[src/rtl/divcfg_pkg.sv]
`timescale 1ns/1ps
package divcfg_pkg;
  localparam int unsigned DEF_M_W  = 9;
  localparam int unsigned DEF_N_W  = 2;
  localparam int unsigned DEF_T_W  = 3;
  localparam int unsigned DEF_M_LO = 200;
  localparam int unsigned DEF_M_HI = 400;

  // index of each strobe inside the synchronized control vector
  typedef enum int unsigned {
    CTL_DATA = 0,
    CTL_SCLK = 1,
    CTL_SLD  = 2,
    CTL_PLD  = 3
  } ctl_idx_e;

  localparam int unsigned CTL_W = 4;
endpackage

[src/rtl/divcfg_sync.sv]
`timescale 1ns/1ps
module divcfg_sync #(
  parameter int unsigned W      = 1,
  parameter int unsigned STAGES = 2,
  parameter logic [W-1:0] RST_VAL = '0
) (
  input  logic         clk,
  input  logic         rst_n,
  input  logic [W-1:0] d,
  output logic [W-1:0] q
);
  generate
    if (STAGES == 0) begin : g_bypass
      assign q = d;
    end else begin : g_chain
      logic [W-1:0] stg [STAGES];
      always_ff @(posedge clk or negedge rst_n) begin
        if (!rst_n) begin
          for (int i = 0; i < STAGES; i++) stg[i] <= RST_VAL;
        end else begin
          stg[0] <= d;
          for (int i = 1; i < STAGES; i++) stg[i] <= stg[i-1];
        end
      end
      assign q = stg[STAGES-1];
    end
  endgenerate
endmodule

[src/rtl/divcfg_shifter.sv]
`timescale 1ns/1ps
module divcfg_shifter #(
  parameter int unsigned LEN = 14
) (
  input  logic           clk,
  input  logic           rst_n,
  input  logic           shift_en,
  input  logic           bit_in,
  output logic [LEN-1:0] word
);
  always_ff @(posedge clk or negedge rst_n) begin
    if (!rst_n)        word <= '0;
    else if (shift_en) word <= {word[LEN-2:0], bit_in};
  end
endmodule

[src/rtl/divcfg_latch.sv]
`timescale 1ns/1ps
module divcfg_latch #(
  parameter int unsigned M_W = 9,
  parameter int unsigned N_W = 2,
  parameter int unsigned T_W = 3
) (
  input  logic           clk,
  input  logic           rst_n,
  input  logic           par_hi,
  input  logic           ser_open,
  input  logic [M_W-1:0] par_m,
  input  logic [N_W-1:0] par_n,
  input  logic [M_W-1:0] sr_m,
  input  logic [N_W-1:0] sr_n,
  input  logic [T_W-1:0] sr_t,
  output logic [M_W-1:0] m_q,
  output logic [N_W-1:0] n_q,
  output logic [T_W-1:0] t_q
);
  always_ff @(posedge clk or negedge rst_n) begin
    if (!rst_n) begin
      m_q <= '0;
      n_q <= '0;
      t_q <= '0;
    end else if (!par_hi) begin
      // parallel route open: it wins, and the test code is cleared
      m_q <= par_m;
      n_q <= par_n;
      t_q <= '0;
    end else if (ser_open) begin
      m_q <= sr_m;
      n_q <= sr_n;
      t_q <= sr_t;
    end
  end
endmodule

[src/rtl/divcfg_range.sv]
`timescale 1ns/1ps
module divcfg_range #(
  parameter int unsigned M_W = 9,
  parameter int unsigned LO  = 200,
  parameter int unsigned HI  = 400
) (
  input  logic [M_W-1:0] m,
  output logic           outside
);
  logic [31:0] m_ext;
  assign m_ext   = 32'(m);
  assign outside = (m_ext < LO) || (m_ext > HI);
endmodule

[src/rtl/divcfg_loader.sv]
`timescale 1ns/1ps
module divcfg_loader
  import divcfg_pkg::*;
#(
  parameter int unsigned M_W         = DEF_M_W,
  parameter int unsigned N_W         = DEF_N_W,
  parameter int unsigned T_W         = DEF_T_W,
  parameter int unsigned M_LO        = DEF_M_LO,
  parameter int unsigned M_HI        = DEF_M_HI,
  parameter int unsigned SYNC_STAGES = 2
) (
  input  logic           clk,
  input  logic           rst_n,
  input  logic           ser_clk,
  input  logic           ser_data,
  input  logic           ser_load,
  input  logic           par_load,
  input  logic [M_W-1:0] par_m,
  input  logic [N_W-1:0] par_n,
  output logic [M_W-1:0] cfg_m,
  output logic [N_W-1:0] cfg_n,
  output logic [T_W-1:0] cfg_t,
  output logic           shift_tail,
  output logic           m_out_of_range
);
  localparam int unsigned FRAME_W = T_W + N_W + M_W;
  localparam int unsigned N_LSB   = M_W;
  localparam int unsigned T_LSB   = M_W + N_W;
  localparam logic [CTL_W-1:0] CTL_IDLE = CTL_W'(1) << CTL_PLD;

  logic [CTL_W-1:0]   ctl_raw, ctl_s;
  logic               sclk_q, sclk_rise;
  logic               par_hi_s, ser_open_s;
  logic [FRAME_W-1:0] sr_word;

  assign ctl_raw[CTL_DATA] = ser_data;
  assign ctl_raw[CTL_SCLK] = ser_clk;
  assign ctl_raw[CTL_SLD]  = ser_load;
  assign ctl_raw[CTL_PLD]  = par_load;

  divcfg_sync #(.W(CTL_W), .STAGES(SYNC_STAGES), .RST_VAL(CTL_IDLE)) u_sync (
    .clk(clk), .rst_n(rst_n), .d(ctl_raw), .q(ctl_s)
  );

  always_ff @(posedge clk or negedge rst_n) begin
    if (!rst_n) sclk_q <= 1'b0;
    else        sclk_q <= ctl_s[CTL_SCLK];
  end

  assign sclk_rise  = ctl_s[CTL_SCLK] & ~sclk_q;
  assign par_hi_s   = ctl_s[CTL_PLD];
  assign ser_open_s = ctl_s[CTL_SLD];

  divcfg_shifter #(.LEN(FRAME_W)) u_shift (
    .clk(clk), .rst_n(rst_n), .shift_en(sclk_rise),
    .bit_in(ctl_s[CTL_DATA]), .word(sr_word)
  );

  divcfg_latch #(.M_W(M_W), .N_W(N_W), .T_W(T_W)) u_latch (
    .clk(clk), .rst_n(rst_n), .par_hi(par_hi_s), .ser_open(ser_open_s),
    .par_m(par_m), .par_n(par_n),
    .sr_m(sr_word[M_W-1:0]),
    .sr_n(sr_word[T_LSB-1:N_LSB]),
    .sr_t(sr_word[FRAME_W-1:T_LSB]),
    .m_q(cfg_m), .n_q(cfg_n), .t_q(cfg_t)
  );

  divcfg_range #(.M_W(M_W), .LO(M_LO), .HI(M_HI)) u_range (
    .m(cfg_m), .outside(m_out_of_range)
  );

  assign shift_tail = sr_word[FRAME_W-1];
endmodule

[config.mk]
export PLATFORM = sky130hd
export DESIGN_NAME = divcfg_loader
export DESIGN_NICKNAME = d
export VERILOG_FILES = /design/src/rtl/divcfg_pkg.sv /design/src/rtl/divcfg_sync.sv /design/src/rtl/divcfg_shifter.sv /design/src/rtl/divcfg_latch.sv /design/src/rtl/divcfg_range.sv /design/src/rtl/divcfg_loader.sv
export SDC_FILE = /design/constraint.sdc
export NUM_CORES = 1
export LEC_CHECK = 0
export BUFFER_PORTS_ARGS = -buffer_cell sky130_fd_sc_hd__buf_4
export CAP_MARGIN = 20
export CORE_ASPECT_RATIO = 0.9
export CORE_MARGIN = 4
export CORE_UTILIZATION = 55
export CTS_BUF_LIST = sky130_fd_sc_hd__clkbuf_4
export CTS_CLUSTER_SIZE = 40
export DETAILED_ROUTE_END_ITERATION = 7
export GPL_TIMING_DRIVEN = 1
export PLACE_DENSITY = 0.89
export RECOVER_POWER = 25
export SKIP_CTS_REPAIR_TIMING = 1
export SLEW_MARGIN = 20
export SYNTH_ARGS = -nofsm -noshare
export SYNTH_HDL_FRONTEND = slang
export SYNTH_SLANG_ARGS = --single-unit
export TNS_END_PERCENT = 30
[constraint.sdc]
create_clock -name clk -period 1.4 [get_ports clk]
set_input_delay 0.14 -clock clk [delete_from_list [all_inputs] [get_ports clk]]
set_output_delay 0.14 -clock clk [all_outputs]
set_load 0.005 [all_outputs]
==> metrics.txt <==
number of vias per cell=5.31; share of cells above drive strength 1=0.422; Pint=1.95 mW; cell family with most CP delay=simple AND/OR/NAND/NOR gates; maximum clock insertion buffer count=2; layer with the highest usage=met2; Mapped Area=1440 um^2; CTS tree=done; Syn Area/Cell=13.9 um^2; CTS Buf Count=5; worst skew pair latency=350 ps; Comb pwr share=0.223; Avg WL per Cell=15.0 um; Yosys reg bits=37; min Tclk post-route=1700 ps; Final period util=1.22; remaining antenna violation count after routing=0; Worst Path Buf+Inv=1; met2 usage=0.271; hold crit path type=input port to register; grt met1 use=0.211; Cells after Synth=104; vias in the first global route=915; grt total ovfl=0; Flop pwr share=0.566; WP data arrival=1560 ps; core area=2490 um^2; dpl ws=35.7 ps; htree depth=2; Initial Utilization=0.579; register area=928 um^2; skew final=12.1 ps; Area Growth Syn to Fin=26.0%; placed cell areas=1690 um^2; Clock power frac=0.210; 1st-iter DRT viols=19; CP endpoint kind=output port; global-route wire length before repair=4.34 mm; root buffer cell=clkbuf_4; via count=929; die width=62.0 um; Antenna Diode Count=0; Max Cap Viol=0; Ports=33; nets=163; Final HPWL DP=1.80 mm; Final Slew Violations=0; slowest stage delay, CP=540 ps; Final Hold Viols=0; CTS Sinks=37; drt drc=0; post-synthesis sequential area ratio=0.644; Final Util=0.730; largest net degree at the start of global routing=38; Max Fanout on Critical Path=2; multi-input logic area=477 um^2; Pwr Density=1480 nW/um^2; # rows=17; synth top area cells=dfrtp_1 61%, mux2i_1 9.7%, mux2_2 8.6%; relative slew slack=0.427; Fillers=178; final setup violation count=1; cells along the critical path=or4_4 -> nand3_2 -> a31oi_1 -> buf_4; worst vdd ir=0.958 mV; CP required=1260 ps; worst setup margin=-304 ps; Global Route met3 Usage=0.0782; YS warnings=0; CP max stage cell=or4_4; failing checks=setup timing; die area=3500 um^2; initial antenna violation count=0; Netlist cell types=17; Syn Nets=121; Final GP Congestion=0.742; Switching Fraction=0.276; fmax=587 MHz; area leader, netlist=dfrtp_1; crit path kind=register to output port; Die Y=56.6 um; kind of start point of the critical path=register; GRT Util Overall=0.175; Leakage=0.878 nW; first-pass iteration count of the detailed router=4; Switch Pwr=0.743 mW; RSZ-0062 raised after global routing=true; Finished Cell Area=1820 um^2; share of the synthesized area in the top cell type=0.608; status=finished, violations left; slew at the pin with the worst max-slew slack=859 ps; clk slew on worst S/H paths=100 ps; Post-Route WL=2.62 mm; PortBufs=32
synth_stat cells:
cell	count
a21oi_1	11
dfstp_2	2
buf_4	2
o21ai_0	1
nand2_1	1
dfrtp_1	35
nor2b_1	4
mux2_4	3
nor2_1	11
clkbuf_1	2
mux2_2	11
or4_1	1
buf_6	2
a31oi_1	1
mux2i_1	14
nor3_1	2
nand3_1	1
layout by cell type (no fill, tap or decap):
cell / Yosys / routed
or4_4: 0 / 1
nor2b_1: 4 / 4
dlygate4sd3_1: 0 / 5
a21oi_1: 11 / 11
dfrtp_1: 35 / 35
mux2_2: 11 / 11
clkinv_2: 0 / 1
mux2_4: 3 / 3
dfstp_2: 2 / 2
nand3_2: 0 / 1
clkbuf_2: 0 / 1
o21ai_0: 1 / 1
mux2i_1: 14 / 14
a31oi_1: 1 / 1
nand2_1: 1 / 1
nor2_1: 11 / 11
clkbuf_4: 0 / 11
nor3_1: 2 / 2
buf_4: 2 / 31
cell families after synthesis:
family,after synthesis,share of synthesized area
compound gates,13,0.0460
buf+inv,6,0.0312
flops,37,0.644
mux,28,0.214
simple gates,20,0.0642
sequential cells by signal, summed over array words and instances (netlist names):
name,flops
u_latch.t_q,3
u_sync.q,4
u_shift.word,14
u_latch.m_q,9
u_latch.n_q,2
u_sync.g_chain.stg,4
sclk_q,1
final cells by class:
cell class | count | share of cell area
Tap cell | 28 | 0.0193
Clock buffer | 7 | 0.0289
Clock inverter | 1 | 0.00276
Timing Repair Buffer | 41 | 0.175
Sequential cell | 37 | 0.511
Multi-Input combinational cell | 61 | 0.263
stage by stage:
stage	hold slack [ps]	setup TNS, ps	power [mW]	cells
floorplan	-156	0	1.83	104
global placement	109	0	2.09	161
detailed placement	119	0	2.14	161
CTS	-263	-357	2.70	169
global route	26.7	-351	2.86	175
finish	27.6	-304	2.69	175
tightest hold or removal path, cell delays in order:
cell and delay (ps):
buf_4 80, nor2_1 30, a21oi_1 100
routing by layer:
layer,vias to the layer above,part of all wire
met3,7,0.051
met2,17,0.52
met1,458,0.40
li1,447,-
met4,0,0.027
met5,-,0
final timing paths:
| check | startpoint | to | slack, ps | cells past startpoint |
|---|---|---|---|---|
| hold / removal | par_m[8] | u_latch.m_q[8] | 30 | 3 |
| max in group asynchronous | rst_n | u_sync.q[1] | 430 | 2 |
| hold reg to reg | u_sync.g_chain.stg[5] | u_sync.q[1] | 360 | 0 |
| setup / recovery | u_latch.m_q[1] | m_out_of_range | -300 | 4 |
| setup reg to reg | sclk_q | u_shift.word[9] | 220 | 3 |
| min in group asynchronous | rst_n | u_sync.q[2] | 430 | 2 |
power by group through the flow:
stage | sequential (mW) | clock (mW) | combinational (mW)
6_report | 1.53 | 0.567 | 0.602
5_1_grt | 1.57 | 0.634 | 0.664
4_1_cts | 1.53 | 0.576 | 0.598
3_5_place_dp | 1.55 | 0 | 0.592
3_3_place_gp | 1.53 | 0 | 0.567
2_1_floorplan | 1.49 | 0 | 0.342
Power figures use the tool's default switching activity.
